**src/rtl/smbpc_pkg.sv**
```systemverilog
package smbpc_pkg;
  typedef enum logic [2:0] {
    OP_START  = 3'd0,
    OP_RSTART = 3'd1,
    OP_WRITE  = 3'd2,
    OP_RD_ACK = 3'd3,
    OP_RD_NAK = 3'd4,
    OP_STOP   = 3'd5
  } bus_op_e;

  typedef enum logic [3:0] {
    S_IDLE, S_START, S_ADDR_W, S_CODE, S_WCOUNT, S_WDATA, S_RESTART,
    S_ADDR_R, S_RCOUNT, S_RDATA, S_RPEC, S_DRAIN, S_STOP
  } seq_state_e;

  localparam logic [2:0] REG_STATUS = 3'd0;
  localparam logic [2:0] REG_CTRL   = 3'd1;
  localparam logic [2:0] REG_CODE   = 3'd2;
  localparam logic [2:0] REG_TARGET = 3'd3;
  localparam logic [2:0] REG_WCOUNT = 3'd4;
  localparam logic [2:0] REG_RCOUNT = 3'd5;
  localparam logic [2:0] REG_DATA   = 3'd6;
  localparam logic [2:0] REG_AUX    = 3'd7;

  // One byte through CRC-8, polynomial 0x07, MSB first
  function automatic logic [7:0] crc8_next(input logic [7:0] crc, input logic [7:0] din);
    logic [7:0] c;
    c = crc ^ din;
    for (int i = 0; i < 8; i++)
      c = c[7] ? ({c[6:0], 1'b0} ^ 8'h07) : {c[6:0], 1'b0};
    return c;
  endfunction
endpackage

```
**src/rtl/smbpc_crc8.sv**
```systemverilog
module smbpc_crc8
  import smbpc_pkg::*;
(
  input  logic       clk,
  input  logic       rst_n,
  input  logic       clr,
  input  logic       en,
  input  logic [7:0] din,
  output logic [7:0] crc
);
  always_ff @(posedge clk or negedge rst_n) begin
    if (!rst_n)   crc <= 8'h00;
    else if (clr) crc <= 8'h00;
    else if (en)  crc <= crc8_next(crc, din);
  end

  // accumulator starts from zero for each exchange
  assert_crc_clear_R6: assert property (@(posedge clk) disable iff (!rst_n)
    clr |=> crc == 8'h00);
  // only counted bytes move the accumulator
  assert_crc_hold_R6: assert property (@(posedge clk) disable iff (!rst_n)
    (!clr && !en) |=> $stable(crc));
endmodule

```
**src/rtl/smbpc_buf.sv**
```systemverilog
module smbpc_buf #(
  parameter  int DEPTH = 32,
  localparam int PW    = $clog2(DEPTH)
) (
  input  logic          clk,
  input  logic          rst_n,
  input  logic          host_clr,
  input  logic          host_step,
  input  logic          host_we,
  input  logic [7:0]    host_wdata,
  output logic [7:0]    host_rdata,
  input  logic          eng_we,
  input  logic [PW-1:0] eng_idx,
  input  logic [7:0]    eng_wdata,
  output logic [7:0]    eng_rdata
);
  logic [7:0]    mem [DEPTH];
  logic [PW-1:0] ptr;

  always_ff @(posedge clk or negedge rst_n) begin
    if (!rst_n)         ptr <= '0;
    else if (host_clr)  ptr <= '0;
    else if (host_step) ptr <= (ptr == PW'(DEPTH - 1)) ? '0 : ptr + PW'(1);
  end

  always_ff @(posedge clk) begin
    if (eng_we)       mem[eng_idx] <= eng_wdata;
    else if (host_we) mem[ptr]     <= host_wdata;
  end

  assign host_rdata = mem[ptr];
  assign eng_rdata  = mem[eng_idx];

  // rewind lands on entry 0
  assert_ptr_rewind_R7: assert property (@(posedge clk) disable iff (!rst_n)
    host_clr |=> ptr == '0);
  // each data access moves one entry on, wrapping at the end
  assert_ptr_wrap_R7: assert property (@(posedge clk) disable iff (!rst_n)
    (host_step && !host_clr) |=>
      ptr == (($past(ptr) == PW'(DEPTH - 1)) ? '0 : $past(ptr) + PW'(1)));
endmodule

```
**src/rtl/smbpc_seq.sv**
```systemverilog
module smbpc_seq
  import smbpc_pkg::*;
#(
  parameter  int DEPTH = 32,
  localparam int PW    = $clog2(DEPTH)
) (
  input  logic          clk,
  input  logic          rst_n,
  input  logic          go,
  input  logic          pec_en,
  input  logic          en_big,
  input  logic [6:0]    tgt_addr,
  input  logic [7:0]    code,
  input  logic [7:0]    wcnt,
  output logic [PW-1:0] buf_idx,
  output logic          buf_we,
  output logic [7:0]    buf_wdata,
  input  logic [7:0]    buf_rdata,
  output logic          crc_clr,
  output logic          crc_en,
  output logic [7:0]    crc_din,
  input  logic [7:0]    crc_val,
  output logic          cmd_valid,
  input  logic          cmd_ready,
  output logic [2:0]    cmd_op,
  output logic [7:0]    cmd_byte,
  input  logic          rsp_valid,
  output logic          rsp_ready,
  input  logic [7:0]    rsp_data,
  input  logic          rsp_nak,
  output logic          busy,
  output logic [7:0]    rcnt,
  output logic          ev_done,
  output logic          ev_proto,
  output logic          ev_pec,
  output logic          ev_dev,
  output logic          ev_rej
);
  seq_state_e    st;
  logic          wait_q;
  logic [PW-1:0] idx;
  bus_op_e       op;

  logic rsp_fire, is_wr, go_ok, bad_n, last_rd, last_wr;
  assign rsp_fire = rsp_valid && rsp_ready;
  assign is_wr    = (st == S_ADDR_W) || (st == S_CODE) || (st == S_WCOUNT) ||
                    (st == S_WDATA)  || (st == S_ADDR_R);
  assign go_ok    = en_big && (wcnt != 8'd0) && (wcnt <= 8'(DEPTH - 1));
  assign bad_n    = (rsp_data == 8'd0) || (({1'b0, wcnt} + {1'b0, rsp_data}) > 9'(DEPTH));
  assign last_rd  = (8'(idx) + 8'd1) == rcnt;
  assign last_wr  = (8'(idx) + 8'd1) == wcnt;

  always_comb begin
    op       = OP_WRITE;
    cmd_byte = 8'h00;
    unique case (st)
      S_START:   op = OP_START;
      S_ADDR_W:  cmd_byte = {tgt_addr, 1'b0};
      S_CODE:    cmd_byte = code;
      S_WCOUNT:  cmd_byte = wcnt;
      S_WDATA:   cmd_byte = buf_rdata;
      S_RESTART: op = OP_RSTART;
      S_ADDR_R:  cmd_byte = {tgt_addr, 1'b1};
      S_RCOUNT:  op = OP_RD_ACK;
      S_RDATA:   op = (last_rd && !pec_en) ? OP_RD_NAK : OP_RD_ACK;
      S_RPEC, S_DRAIN: op = OP_RD_NAK;
      S_STOP:    op = OP_STOP;
      default:   op = OP_START;
    endcase
  end

  assign cmd_op    = op;
  assign cmd_valid = (st != S_IDLE) && !wait_q;
  assign rsp_ready = wait_q;
  assign busy      = st != S_IDLE;

  assign crc_clr   = (st == S_IDLE) && go && go_ok;
  assign crc_en    = rsp_fire && ((is_wr && !rsp_nak) || st == S_RCOUNT || st == S_RDATA);
  assign crc_din   = is_wr ? cmd_byte : rsp_data;
  assign buf_idx   = idx;
  assign buf_we    = rsp_fire && (st == S_RDATA);
  assign buf_wdata = rsp_data;

  assign ev_rej   = (st == S_IDLE) && go && !go_ok;
  assign ev_done  = rsp_fire && (st == S_STOP);
  assign ev_dev   = rsp_fire && is_wr && rsp_nak;
  assign ev_proto = rsp_fire && (st == S_DRAIN);
  assign ev_pec   = rsp_fire && (st == S_RPEC) && (rsp_data != crc_val);

  always_ff @(posedge clk or negedge rst_n) begin
    if (!rst_n) begin
      st     <= S_IDLE;
      wait_q <= 1'b0;
      idx    <= '0;
      rcnt   <= 8'd0;
    end else begin
      if (cmd_valid && cmd_ready) wait_q <= 1'b1;
      if (st == S_IDLE) begin
        if (go && go_ok) st <= S_START;
      end else if (rsp_fire) begin
        wait_q <= 1'b0;
        if (is_wr && rsp_nak) st <= S_STOP;
        else begin
          unique case (st)
            S_START:   st <= S_ADDR_W;
            S_ADDR_W:  st <= S_CODE;
            S_CODE:    st <= S_WCOUNT;
            S_WCOUNT:  begin st <= S_WDATA; idx <= '0; end
            S_WDATA:   if (last_wr) st <= S_RESTART; else idx <= idx + PW'(1);
            S_RESTART: st <= S_ADDR_R;
            S_ADDR_R:  st <= S_RCOUNT;
            S_RCOUNT: begin
              rcnt <= rsp_data;
              idx  <= '0;
              st   <= bad_n ? S_DRAIN : S_RDATA;
            end
            S_RDATA:   if (last_rd) st <= pec_en ? S_RPEC : S_STOP; else idx <= idx + PW'(1);
            S_RPEC, S_DRAIN: st <= S_STOP;
            S_STOP:    st <= S_IDLE;
            default:   st <= S_IDLE;
          endcase
        end
      end
    end
  end

  // an offered command stays put until taken
  assert_cmd_hold_R8: assert property (@(posedge clk) disable iff (!rst_n)
    (cmd_valid && !cmd_ready) |=> cmd_valid && $stable(cmd_op) && $stable(cmd_byte));
  // a rejected request leaves the sequencer idle
  assert_reject_idle_R3: assert property (@(posedge clk) disable iff (!rst_n)
    ev_rej |=> (st == S_IDLE) && !cmd_valid);
  // after the drain read only STOP may follow
  assert_drain_stop_R4: assert property (@(posedge clk) disable iff (!rst_n)
    ev_proto |=> cmd_valid && (cmd_op == OP_STOP));
  // a NAKed write is followed by STOP
  assert_nak_stop_R9: assert property (@(posedge clk) disable iff (!rst_n)
    ev_dev |=> cmd_valid && (cmd_op == OP_STOP));
endmodule

```
**src/rtl/smbus_bwbr_ctrl.sv**
```systemverilog
module smbus_bwbr_ctrl
  import smbpc_pkg::*;
#(
  parameter  int BUF_DEPTH = 32,
  localparam int PW        = $clog2(BUF_DEPTH)
) (
  input  logic       clk,
  input  logic       rst_n,
  input  logic       host_wr,
  input  logic       host_rd,
  input  logic [2:0] host_addr,
  input  logic [7:0] host_wdata,
  output logic [7:0] host_rdata,
  output logic       cmd_valid,
  input  logic       cmd_ready,
  output logic [2:0] cmd_op,
  output logic [7:0] cmd_byte,
  input  logic       rsp_valid,
  output logic       rsp_ready,
  input  logic [7:0] rsp_data,
  input  logic       rsp_nak
);
  logic [7:0] code_q, wcnt_q, rcnt;
  logic [6:0] tgt_q;
  logic       pec_en_q, en_big_q, busy;
  logic       st_done, st_proto, st_pec, st_dev, st_rej;
  logic       ev_done, ev_proto, ev_pec, ev_dev, ev_rej;
  logic       go, cfg_wr, st_w1c;

  logic [PW-1:0] eng_idx;
  logic          eng_we, crc_clr, crc_en;
  logic [7:0]    eng_wdata, eng_rdata, buf_hrdata, crc_din, crc_val;

  assign cfg_wr = host_wr && !busy;
  assign go     = host_wr && (host_addr == REG_CTRL) && host_wdata[0];
  assign st_w1c = host_wr && (host_addr == REG_STATUS);

  always_ff @(posedge clk or negedge rst_n) begin
    if (!rst_n) begin
      code_q <= 8'd0; wcnt_q <= 8'd0; tgt_q <= 7'd0;
      pec_en_q <= 1'b0; en_big_q <= 1'b0;
    end else if (cfg_wr) begin
      unique case (host_addr)
        REG_CTRL:   pec_en_q <= host_wdata[1];
        REG_CODE:   code_q   <= host_wdata;
        REG_TARGET: tgt_q    <= host_wdata[6:0];
        REG_WCOUNT: wcnt_q   <= host_wdata;
        REG_AUX:    en_big_q <= host_wdata[0];
        default: ;
      endcase
    end
  end

  always_ff @(posedge clk or negedge rst_n) begin
    if (!rst_n) begin
      {st_rej, st_dev, st_pec, st_proto, st_done} <= '0;
    end else begin
      st_done  <= ev_done  | (st_done  & ~(st_w1c & host_wdata[1]));
      st_proto <= ev_proto | (st_proto & ~(st_w1c & host_wdata[2]));
      st_pec   <= ev_pec   | (st_pec   & ~(st_w1c & host_wdata[3]));
      st_dev   <= ev_dev   | (st_dev   & ~(st_w1c & host_wdata[4]));
      st_rej   <= ev_rej   | (st_rej   & ~(st_w1c & host_wdata[5]));
    end
  end

  always_comb begin
    unique case (host_addr)
      REG_STATUS: host_rdata = {2'b00, st_rej, st_dev, st_pec, st_proto, st_done, busy};
      REG_CTRL:   host_rdata = {6'd0, pec_en_q, 1'b0};
      REG_CODE:   host_rdata = code_q;
      REG_TARGET: host_rdata = {1'b0, tgt_q};
      REG_WCOUNT: host_rdata = wcnt_q;
      REG_RCOUNT: host_rdata = rcnt;
      REG_DATA:   host_rdata = buf_hrdata;
      default:    host_rdata = {7'd0, en_big_q};
    endcase
  end

  smbpc_buf #(.DEPTH(BUF_DEPTH)) u_buf (
    .clk, .rst_n,
    .host_clr  (host_rd && (host_addr == REG_CODE)),
    .host_step ((host_rd || host_wr) && (host_addr == REG_DATA)),
    .host_we   (cfg_wr && (host_addr == REG_DATA)),
    .host_wdata(host_wdata),
    .host_rdata(buf_hrdata),
    .eng_we    (eng_we),
    .eng_idx   (eng_idx),
    .eng_wdata (eng_wdata),
    .eng_rdata (eng_rdata)
  );

  smbpc_crc8 u_crc (
    .clk, .rst_n, .clr(crc_clr), .en(crc_en), .din(crc_din), .crc(crc_val)
  );

  smbpc_seq #(.DEPTH(BUF_DEPTH)) u_seq (
    .clk, .rst_n, .go, .pec_en(pec_en_q), .en_big(en_big_q), .tgt_addr(tgt_q),
    .code(code_q), .wcnt(wcnt_q),
    .buf_idx(eng_idx), .buf_we(eng_we), .buf_wdata(eng_wdata), .buf_rdata(eng_rdata),
    .crc_clr, .crc_en, .crc_din, .crc_val,
    .cmd_valid, .cmd_ready, .cmd_op, .cmd_byte,
    .rsp_valid, .rsp_ready, .rsp_data, .rsp_nak,
    .busy, .rcnt, .ev_done, .ev_proto, .ev_pec, .ev_dev, .ev_rej
  );

  // a write of 1 clears the done flag unless a completion coincides
  assert_w1c_done_R10: assert property (@(posedge clk) disable iff (!rst_n)
    (st_w1c && host_wdata[1] && !ev_done) |=> !st_done);
  // a rejected request never shows busy
  assert_reject_flag_R3: assert property (@(posedge clk) disable iff (!rst_n)
    ev_rej |=> st_rej && !busy);
endmodule

```
**config.mk**
```make
export PLATFORM = sky130hd
export DESIGN_NAME = smbus_bwbr_ctrl
export DESIGN_NICKNAME = d
export VERILOG_FILES = /design/src/rtl/smbpc_pkg.sv /design/src/rtl/smbpc_crc8.sv /design/src/rtl/smbpc_buf.sv /design/src/rtl/smbpc_seq.sv /design/src/rtl/smbus_bwbr_ctrl.sv
export SDC_FILE = /design/constraint.sdc
export NUM_CORES = 1
export LEC_CHECK = 0
export ABC_CLOCK_PERIOD_IN_PS = 3500
export BUFFER_PORTS_ARGS = -buffer_cell sky130_fd_sc_hd__buf_4
export CAP_MARGIN = 20
export CORE_ASPECT_RATIO = 0.7
export CORE_MARGIN = 2
export CORE_UTILIZATION = 44
export CTS_CLUSTER_DIAMETER = 50
export DETAILED_ROUTE_END_ITERATION = 8
export GPL_ROUTABILITY_DRIVEN = 0
export HOLD_SLACK_MARGIN = 0.15
export MAX_ROUTING_LAYER = met4
export SLEW_MARGIN = 20
export SYNTH_ARGS = -nofsm -noshare
export SYNTH_HDL_FRONTEND = slang
export SYNTH_SLANG_ARGS = --single-unit
```
**constraint.sdc**
```tcl
create_clock -name clk -period 3.5 [get_ports clk]
set_clock_uncertainty 0.05 [all_clocks]
set_input_delay 0.7 -clock clk [delete_from_list [all_inputs] [get_ports clk]]
set_output_delay 0.7 -clock clk [all_outputs]
set_load 0.005 [all_outputs]
```
==> qor.yml <==
global_routing:
  grt.busiest_layer: "met1"
  grt_pass1_vias: 11210
  grt_overflow: 0
  grt_pass1_wl_mm: 76.73
  grt_use_total_pct: 27.77
  grtUsageMet3_pct: 10.82
  antenna_found_initial: 2
  grt_use_met2_pct: 38.37
  grt_max_degree: 62
  use_met1_pct: 39.29
placement:
  place_inst: 1691
  pre_cts_slack_ns: 0.1053
  placed_area_sq_um: 18230
  dp_hpwl_mm: 35.90
  io_buffers: 46
clock_tree:
  cts.sinks: 317
  cts_root_buffer: "clkbuf_16"
  h-tree-depth: 1
  path_clk_slew_ns: 0.06
  clock_latency_ns: 0.58
  numCtsBuffers: 31
  cts_tree: "done"
  cts_buffer_depth: 3
yosys:
  synth-edff-count: 256
  synth_area_per_cell_sq_um: 15.02
  synth.yosys.warnings: 0
  ys.flop_type: "edfxtp_1"
  synth-async-reset-ratio_pct: 19.24
  syn_inst: 1103
  syn_area_sq_um: 16570
  synth_cell_types: 79
  synth_nets: 1141
  synth.ff_latch_count: 317
  synth-seq-area-share_pct: 55.62
cells_and_area:
  fin_area_sq_um: 20460
  final_nets: 1344
  multi_input_area_sq_um: 7423
  ff_latch_area_sq_um: 9226
  final_core_util_pct: 55.11
  fillers: 2986
  drive_gt1_share_pct: 41.31
  area_growth_pct: 23.53
  final_common_cell: "edfxtp_1"
  final_cells: 1819
  final_cell_mix: "edfxtp_1 (256), buf_4 (195), mux4_2 (132)"
drt:
  route.vias.total: 11460
  ant_nets: 0
  via_per_inst: 6.300
  drcViolationCount: 0
  firstDrtPassIters: 5
  wire_per_inst_um: 29.03
  drtIter0Drc: 1660
  drt-total-wl_mm: 52.80
setup_path:
  path_class: "reg2out"
  r2r_cells: 16
  path_max_fanout: 9
  arrival_ns: 3.04
  max_stage_delay_ns: 0.61
  slowest_stage: "mux4_2"
  required_ns: 2.75
  rrSetupSlack_ns: 0.07
  startpoint: "u_buf.ptr[0]$_DFFE_PN0P_"
  crit_chain: "buf_16 -> mux4_2 -> mux4_2 -> mux2i_2 -> nor2_1 -> nor2_1 -> a21oi_1 -> buf_4"
  cp_num_buf_inv: 2
  crit_family: "multiplexers"
  r2r-end: "u_crc.crc[3]$_DFFE_PN0P_"
  worstSetupEndpointType: "output pin"
  cp-start-kind: "flop"
  r2r-start: "u_seq.buf_idx[0]$_DFFE_PN0P_"
die:
  rows: 59
  ioPinCount: 47
  dieWidth_um: 235.9
  core_area_sq_um: 37130
  dieArea_sq_um: 39240
  fp.dieH_um: 166.3
  start_util_pct: 44.61
timing:
  setup-violations-final: 18
  tightest_slew_ns: 0.9769
  period_share_pct: 108.4
  hold_violations: 0
  fmax_mhz: 263.6
  grt_setup_unrepaired: "true"
  setup_slack_ns: -0.2933
  min_period_ns: 3.793
  slew_headroom_pct: 34.63
  final-max-slew-violation-count: 0
power:
  p_leak_nw: 7.288
  power_density_nw_per_um2: 755.0
  ir_drop_mv: 0.4454
hold_path:
  hold_class: "in2async"
job:
  drv_cap: 0
outcome:
  status: "finished with violations"
  violations: "negative setup slack"
==> cells by family (layout without fill, tap and decap cells) <==
kind of cell / after synthesis / count (layout) / share of synthesized area (%)
AND/OR/NAND/NOR: 262 / 262 / 7.560
XOR/XNOR: 47 / 47 / 2.764
multiplexers: 230 / 230 / 24.26
buffers and inverters: 78 / 304 / 2.425
AO/OA/AOI/OAI: 157 / 157 / 6.420
other: 0 / 2 / 0
flip-flops: 317 / 317 / 55.62
adder cells (fa/ha/maj): 12 / 12 / 0.9517
==> repair_timing <==
item	CTS	global route
hold buffers	0	0
gates cloned	6	2
pin swaps	24	23
endpoints found under the setup margin	19	32
gates resized for setup	97	40
buffers inserted	47	26
==> synth_stat cells, types with 11 or more instances <==
master	count	area share [%]
a21oi_1	22	0.66
a22oi_1	16	0.73
a31oi_1	12	0.45
buf_1	11	0.25
buf_2	11	0.33
clkbuf_1	32	0.73
dfrtp_1	61	9.2
edfxtp_1	256	46
ha_1	11	0.83
mux2_2	47	3.2
mux2i_1	49	3.0
mux4_2	132	18
nand2_1	90	2.0
nand3_1	22	0.66
nor2_1	77	1.7
nor3_1	12	0.36
o21ai_0	45	1.4
xnor2_1	27	1.4
xor2_1	15	0.79
==> how the worst max path moves through the flow <==
| stage | slack (ns) | to | depth (start not counted) |
|---|---|---|---|
| after floorplan | 0.14 | host_rdata[1] | 7 |
| after global placement | 0.06 | cmd_byte[6] | 7 |
| after detailed placement | 0.11 | cmd_byte[6] | 7 |
| after CTS | -0.33 | host_rdata[0] | 8 |
| after global routing | -0.35 | host_rdata[0] | 8 |
| final | -0.29 | host_rdata[0] | 8 |
==> final cells by class <==
class	count	share of cell area, %
sequential	317	45.09
multi-input combinational	708	36.28
timing repair buffer	237	10.77
clock buffer	40	4.005
tap	488	2.984
clock inverter	16	0.6542
inverter	11	0.2018
antenna	2	0.02446
==> sequential cells by signal, summed over array words and instances (netlist names), 4 cells and up <==
signal	cells
wcnt_q	8
u_seq.st	4
u_buf.mem	256
code_q	8
u_buf.ptr	5
tgt_q	7
u_crc.crc	8
u_seq.rcnt	8
u_seq.buf_idx	5
==> layer usage <==
metal  part of all wire, %  up-vias
met4                   1.6        0
met2                    43      608
li1                      -     4842
met1                    43     5926
met3                    13       83
met5                     0        -
==> metrics by stage <==
step	hold slack (ns)	TNS (ns)	power, mW
floorplan	0.3544	0	8.822
global placement	0.4159	0	10.95
detailed placement	0.4241	0	10.99
CTS	0.2019	-3.917	15.12
global route	0.2330	-4.694	16.07
finish	0.1754	-3.709	15.45
==> report_power, final <==
group / switching [mW] / total [mW] / internal (mW)
clock network: 1.44 / 3.23 / 1.79
registers: 0.520 / 4.96 / 4.44
logic: 3.65 / 7.27 / 3.62
(Power assumes the default switching activity.)
